### src/rtl/cla_pkg.sv
package cla_pkg;

    localparam int unsigned OPW   = 16;
    localparam int unsigned PAIRW = 2;
    localparam int unsigned NPAIR = OPW / PAIRW;

    typedef struct packed {
        logic gen;
        logic prop;
    } pair_gp_t;

    // Generate and propagate of one 2-bit pair
    function automatic pair_gp_t pair_gp(input logic [1:0] x, input logic [1:0] y);
        pair_gp_t r;
        r.gen  = (x[1] & y[1]) | ((x[1] ^ y[1]) & x[0] & y[0]);
        r.prop = (x[1] ^ y[1]) & (x[0] ^ y[0]);
        return r;
    endfunction

    // Two sum bits of one pair given the carry entering it
    function automatic logic [1:0] pair_sum(input logic [1:0] x, input logic [1:0] y,
                                            input logic cin);
        logic mid;
        mid = (x[0] & y[0]) | ((x[0] ^ y[0]) & cin);
        return {x[1] ^ y[1] ^ mid, x[0] ^ y[0] ^ cin};
    endfunction

endpackage

### src/rtl/cla_gp_stage.sv
module cla_gp_stage
    import cla_pkg::*;
#(
    parameter int unsigned NGRP = cla_pkg::NPAIR
) (
    input  logic [2*NGRP-1:0]         a,
    input  logic [2*NGRP-1:0]         b,
    output pair_gp_t [NGRP-2:1]       gp,
    output logic                      c2
);

    // Lowest pair: no carry-in, so its generate is the carry into bit 2
    pair_gp_t low_gp;
    assign low_gp = pair_gp(a[1:0], b[1:0]);
    assign c2     = low_gp.gen;

    for (genvar k = 1; k <= NGRP - 2; k++) begin : g_mid
        assign gp[k] = pair_gp(a[2*k+1:2*k], b[2*k+1:2*k]);
    end

endmodule

### src/rtl/cla_carry_stage.sv
module cla_carry_stage
    import cla_pkg::*;
#(
    parameter int unsigned NGRP = cla_pkg::NPAIR
) (
    input  logic                 c2,
    input  pair_gp_t [NGRP-2:1]  gp,
    output logic [NGRP-1:1]      grp_cin
);

    assign grp_cin[1] = c2;

    // Flat lookahead: each group carry from c2 and all pair signals below it
    for (genvar k = 2; k <= NGRP - 1; k++) begin : g_cin
        logic cin_k;
        always_comb begin
            logic acc;
            logic run;
            acc = gp[k-1].gen;
            run = gp[k-1].prop;
            for (int j = k - 2; j >= 1; j--) begin
                acc = acc | (run & gp[j].gen);
                run = run & gp[j].prop;
            end
            cin_k = acc | (run & c2);
        end
        assign grp_cin[k] = cin_k;
    end

endmodule

### src/rtl/cla_sum_stage.sv
module cla_sum_stage
    import cla_pkg::*;
#(
    parameter int unsigned NGRP = cla_pkg::NPAIR
) (
    input  logic [2*NGRP-1:0]  a,
    input  logic [2*NGRP-1:0]  b,
    input  logic [NGRP-1:1]    grp_cin,
    output logic [2*NGRP:0]    sum
);

    localparam int unsigned TOP = 2 * NGRP - 2;

    // Lowest pair: no carry-in
    assign sum[0] = a[0] ^ b[0];
    assign sum[1] = a[1] ^ b[1] ^ (a[0] & b[0]);

    for (genvar k = 1; k <= NGRP - 1; k++) begin : g_pair
        assign sum[2*k+1:2*k] = pair_sum(a[2*k+1:2*k], b[2*k+1:2*k], grp_cin[k]);
    end

    // Carry out of the top pair
    logic top_mid;
    assign top_mid       = (a[TOP] & b[TOP]) | ((a[TOP] ^ b[TOP]) & grp_cin[NGRP-1]);
    assign sum[2*NGRP]   = (a[TOP+1] & b[TOP+1]) | ((a[TOP+1] ^ b[TOP+1]) & top_mid);

endmodule

### src/rtl/cla_adder16.sv
module cla_adder16
    import cla_pkg::*;
#(
    parameter int unsigned WIDTH = cla_pkg::OPW
) (
    input  logic              clk,
    input  logic              rst,
    input  logic [WIDTH-1:0]  opa,
    input  logic [WIDTH-1:0]  opb,
    output logic [WIDTH:0]    result
);

    localparam int unsigned NGRP = WIDTH / 2;

    pair_gp_t [NGRP-2:1]  gp_w;
    logic                 c2_w;
    logic [NGRP-1:1]      grp_cin_w;
    logic [WIDTH:0]       sum_w;

    // Level 1: pair generate/propagate and carry into bit 2
    cla_gp_stage #(.NGRP(NGRP)) u_gp (
        .a  (opa),
        .b  (opb),
        .gp (gp_w),
        .c2 (c2_w)
    );

    // Level 2: even group carries
    cla_carry_stage #(.NGRP(NGRP)) u_carry (
        .c2      (c2_w),
        .gp      (gp_w),
        .grp_cin (grp_cin_w)
    );

    // Level 3: sum bits
    cla_sum_stage #(.NGRP(NGRP)) u_sum (
        .a       (opa),
        .b       (opb),
        .grp_cin (grp_cin_w),
        .sum     (sum_w)
    );

    always_ff @(posedge clk) begin
        if (rst) begin
            result <= '0;
        end else begin
            result <= sum_w;
        end
    end

    // registered sum of the previous operands
    a_r1_registered_sum: assert property (@(posedge clk) disable iff (rst)
        !rst |=> result == ({1'b0, $past(opa)} + {1'b0, $past(opb)}));

    // reset clears the result
    a_r2_reset_clears: assert property (@(posedge clk)
        $past(rst) |-> result == '0);

    // when top bits differ, carry out is the inverse of bit 15 of the sum
    a_r3_carry_out: assert property (@(posedge clk) disable iff (rst)
        (!rst && (opa[WIDTH-1] ^ opb[WIDTH-1])) |=> result[WIDTH] == !result[WIDTH-1]);

    // carry into bit 2 against a 2-bit arithmetic reference
    logic [2:0] low_ref;
    assign low_ref = {1'b0, opa[1:0]} + {1'b0, opb[1:0]};
    a_r4_low_carry: assert property (@(posedge clk) disable iff (rst)
        c2_w == low_ref[2]);

    // each group carry against a truncated arithmetic reference
    for (genvar k = 1; k <= NGRP - 1; k++) begin : g_chk_cin
        logic [2*k:0] part_ref;
        assign part_ref = {1'b0, opa[2*k-1:0]} + {1'b0, opb[2*k-1:0]};
        a_r5_group_carry: assert property (@(posedge clk) disable iff (rst)
            grp_cin_w[k] == part_ref[2*k]);
    end

    // pair generate/propagate against pair arithmetic
    for (genvar k = 1; k <= NGRP - 2; k++) begin : g_chk_gp
        logic [2:0] pair_ref;
        assign pair_ref = {1'b0, opa[2*k+1:2*k]} + {1'b0, opb[2*k+1:2*k]};
        a_r6_pair_gen: assert property (@(posedge clk) disable iff (rst)
            gp_w[k].gen == pair_ref[2]);
        a_r6_pair_prop: assert property (@(posedge clk) disable iff (rst)
            gp_w[k].prop == ((opa[2*k+1:2*k] ^ opb[2*k+1:2*k]) == 2'b11));
    end

endmodule

### config.mk
export PLATFORM = sky130hd
export DESIGN_NAME = cla_adder16
export DESIGN_NICKNAME = d
export VERILOG_FILES = /design/src/rtl/cla_pkg.sv /design/src/rtl/cla_gp_stage.sv /design/src/rtl/cla_carry_stage.sv /design/src/rtl/cla_sum_stage.sv /design/src/rtl/cla_adder16.sv
export SDC_FILE = /design/constraint.sdc
export NUM_CORES = 1
export LEC_CHECK = 0
export ABC_AREA = 0
export ABC_CLOCK_PERIOD_IN_PS = 4500
export CAP_MARGIN = 15
export CORE_ASPECT_RATIO = 1.75
export CORE_UTILIZATION = 43
export DETAILED_ROUTE_END_ITERATION = 7
export PLACE_DENSITY = 0.84
export SYNTH_ARGS = -nofsm -noshare
export SYNTH_HDL_FRONTEND = slang
export SYNTH_SLANG_ARGS = --single-unit
### constraint.sdc
create_clock -name clk -period 4.5 [get_ports clk]
set_input_delay 0.9 -clock clk [delete_from_list [all_inputs] [get_ports clk]]
set_output_delay 0.9 -clock clk [all_outputs]
set_load 0.01 [all_outputs]
==> results.py <==
metrics = {
    "status": {
        "status": "complete, no violations",
    },
    "sta": {
        "setup-violations-final": 0,
        "fin_crit_sh_pct": 75.8,
        "fin_ws_ns": 1.09,
        "max_slew_margin_pct": 61.0,
        "max_freq_mhz": 293,
        "drv_slew": 0,
        "rsz0062_at_grt": "no",
        "period_minus_slack_ns": 3.41,
        "hold_violations": 0,
        "tns_ns": 0,
        "tightest_slew_ns": 0.583,
    },
    "global_route": {
        "grt_pass1_vias": 1009,
        "antenna_found_initial": 0,
        "grt_max_degree": 18,
        "grt_pass1_wl_um": 4050,
        "grt_overflow": 0,
        "track_usage_pct": 21.9,
    },
    "logic_synthesis": {
        "netlist.area_leader.share_pct": 32.6,
        "synth_seq_cells": 17,
        "synthArstFlopShare_pct": 0,
        "synthFlopType": "dfxtp_1",
        "synth_cell_types": 26,
        "synth.top_cells.by_area": "dfxtp_1, ha_1, fa_1, xnor2_1, nor2b_1",
        "syn_area_um2": 1040,
        "avgSynthCellArea_um2": 10.4,
        "yosys.area.top_type": "dfxtp_1",
        "synth_edf_count": 0,
        "ys_seq_area_share_pct": 32.6,
        "yosys_warnings": 0,
        "synth_fp_nets": 156,
        "syn_inst": 100,
    },
    "layout": {
        "fin_nets": 210,
        "layout_commonest_cell": "clkdlybuf4s50_1",
        "drive_gt1_share_pct": 3.92,
        "syn2layout_area_growth_pct": 55.0,
        "final_cell_mix": "clkdlybuf4s50_1, dfxtp_1, ha_1",
        "regMostFlops": "result",
        "reg.largest.list": "result x17",
        "nFillCells": 175,
        "largest_reg_flops": 17,
        "diodes": 0,
    },
    "clock_tree": {
        "cts.path.max_buffers": 2,
        "h-tree-depth": 1,
        "cts_root_buf": "clkbuf_8",
        "cts.sinks": 17,
        "cts_tree": "done",
        "postCtsHoldBufs": 0,
        "cts_buffers": 3,
        "path_clk_slew_ns": 0.06,
        "cts_resized": 0,
        "cts_setup_buffers": 0,
    },
    "route": {
        "viasPerCell": 5.33,
        "ant_nets": 0,
        "drt_pass1_iterations": 4,
        "wl_um": 2390,
        "vias": 949,
        "wl_per_cell_um": 13.4,
        "route.detailed.drc": 0,
        "drt_iter0_drc": 19,
    },
    "power": {
        "pwr-share-seq_pct": 38.3,
        "power.net_switching_mw": 0.126,
        "p_comb_share_pct": 37.2,
        "vdd_drop_max_mv": 0.163,
        "powerDensity_nw_per_um2": 282,
        "sw_frac_of_total_pct": 27.6,
        "p_int_mw": 0.331,
        "power.leakage_nw": 0.672,
        "pwr-share-clk_pct": 24.5,
    },
    "critical_path": {
        "cp-end-kind": "flip-flop",
        "worstPathRequired_ns": 4.68,
        "crit_fanout": 4,
        "critPathLaunch": "opa[6]",
        "crit_arrival_ns": 3.59,
        "start_kind": "input port",
        "crit_type": "input port to flip-flop",
    },
    "floorplan": {
        "die_y_um": 67.2,
        "ios": 51,
        "fp.dieW_um": 39.3,
        "die_area_um2": 2640,
        "core_um2": 2300,
        "rows": 23,
        "initial_utilization_pct": 45.4,
    },
    "placed_design": {
        "port_buffers": 50,
        "place_ws_ns": 0.835,
        "post-dp-hpwl_um": 2040,
        "gp_congestion": 0.824,
    },
    "hold_path": {
        "hold_path_class": "input port to flip-flop",
        "hp-start": "opb[15]",
    },
    "run": {
        "drv_cap": 0,
    },
}
-- synthesized netlist by cell type (all sizes together) (3+ instances only) --
library cell	count
a22o	3
dfxtp	17
ha	14
o21ai	4
nand2	4
xnor2	7
fa	8
inv	3
nor2b	8
nor2	10
-- power groups by stage --
| stage | clock network, mW | registers (mW) | logic [mW] |
|---|---|---|---|
| after floorplan | 0 | 0.189 | 0.0690 |
| after global placement | 0 | 0.178 | 0.164 |
| after detailed placement | 0 | 0.179 | 0.169 |
| after CTS | 0.114 | 0.176 | 0.171 |
| after global routing | 0.123 | 0.177 | 0.189 |
| final | 0.112 | 0.175 | 0.170 |
-- final timing paths --
path / endpoint / slack [ns] / cells past startpoint
worst max-delay path: result[15] / 1.09 / 10
worst min-delay path: result[15] / 1.36 / 4
-- routing by layer --
| metal | vias to the layer above | part of all wire [%] | GRT usage, % | routed length, µm |
|---|---|---|---|---|
| met3 | 7 | 3.3 | 1.97 | 78 |
| met2 | 33 | 60 | 40.4 | 1440 |
| met1 | 453 | 34 | 23.4 | 811 |
| met4 | 0 | 2.5 | 10.8 | 59 |
| li1 | 456 | - | - | - |
| met5 | - | 0 | 0 | 0 |
-- layout make-up --
cell class	count	area, µm²	share of cell area (%)
clock inverters	1	5.00	0.309
flip-flops and latches	17	340	21.0
clock buffers	3	41.3	2.55
multi-input cells	79	689	42.6
inverters	3	11.3	0.696
repair buffers	50	500	30.9
well taps	25	31.3	1.93
-- per-stage QoR --
stage / utilization (%) / cell area (µm²) / hold slack, ns / cells / power, mW
2_1_floorplan: - / 1040 / 0.972 / 100 / 0.258
3_3_place_gp: 68.3 / 1570 / 1.63 / 174 / 0.342
3_5_place_dp: 68.3 / 1570 / 1.63 / 174 / 0.348
4_1_cts: 70.3 / 1620 / 1.37 / 178 / 0.460
5_1_grt: 70.3 / 1620 / 1.42 / 178 / 0.489
6_report: 70.3 / 1620 / 1.36 / 178 / 0.457
-- critical path, cell delays in order --
cell and delay (ns):
clkdlybuf4s50_1 0.47, ha_1 0.37, a22oi_1 0.22, a21oi_1 0.11, a211oi_1 0.34, o21ai_0 0.21, fa_1 0.40, inv_1 0.08
fa_1 0.40, nor2_1 0.10
-- cells by family (layout without fill, tap and decap cells) --
group,Yosys count,after routing,share of synthesized area (%)
xor gates and xnor gates,7,7,5.87
and+or+nand+nor,29,29,13.5
DFF,17,17,32.6
buffers and inverters,4,57,1.44
AOI/OAI and AO/OA,21,21,14.5
adders and majority gates,22,22,32.1
No activity file was read; power rests on OpenSTA's default activity.
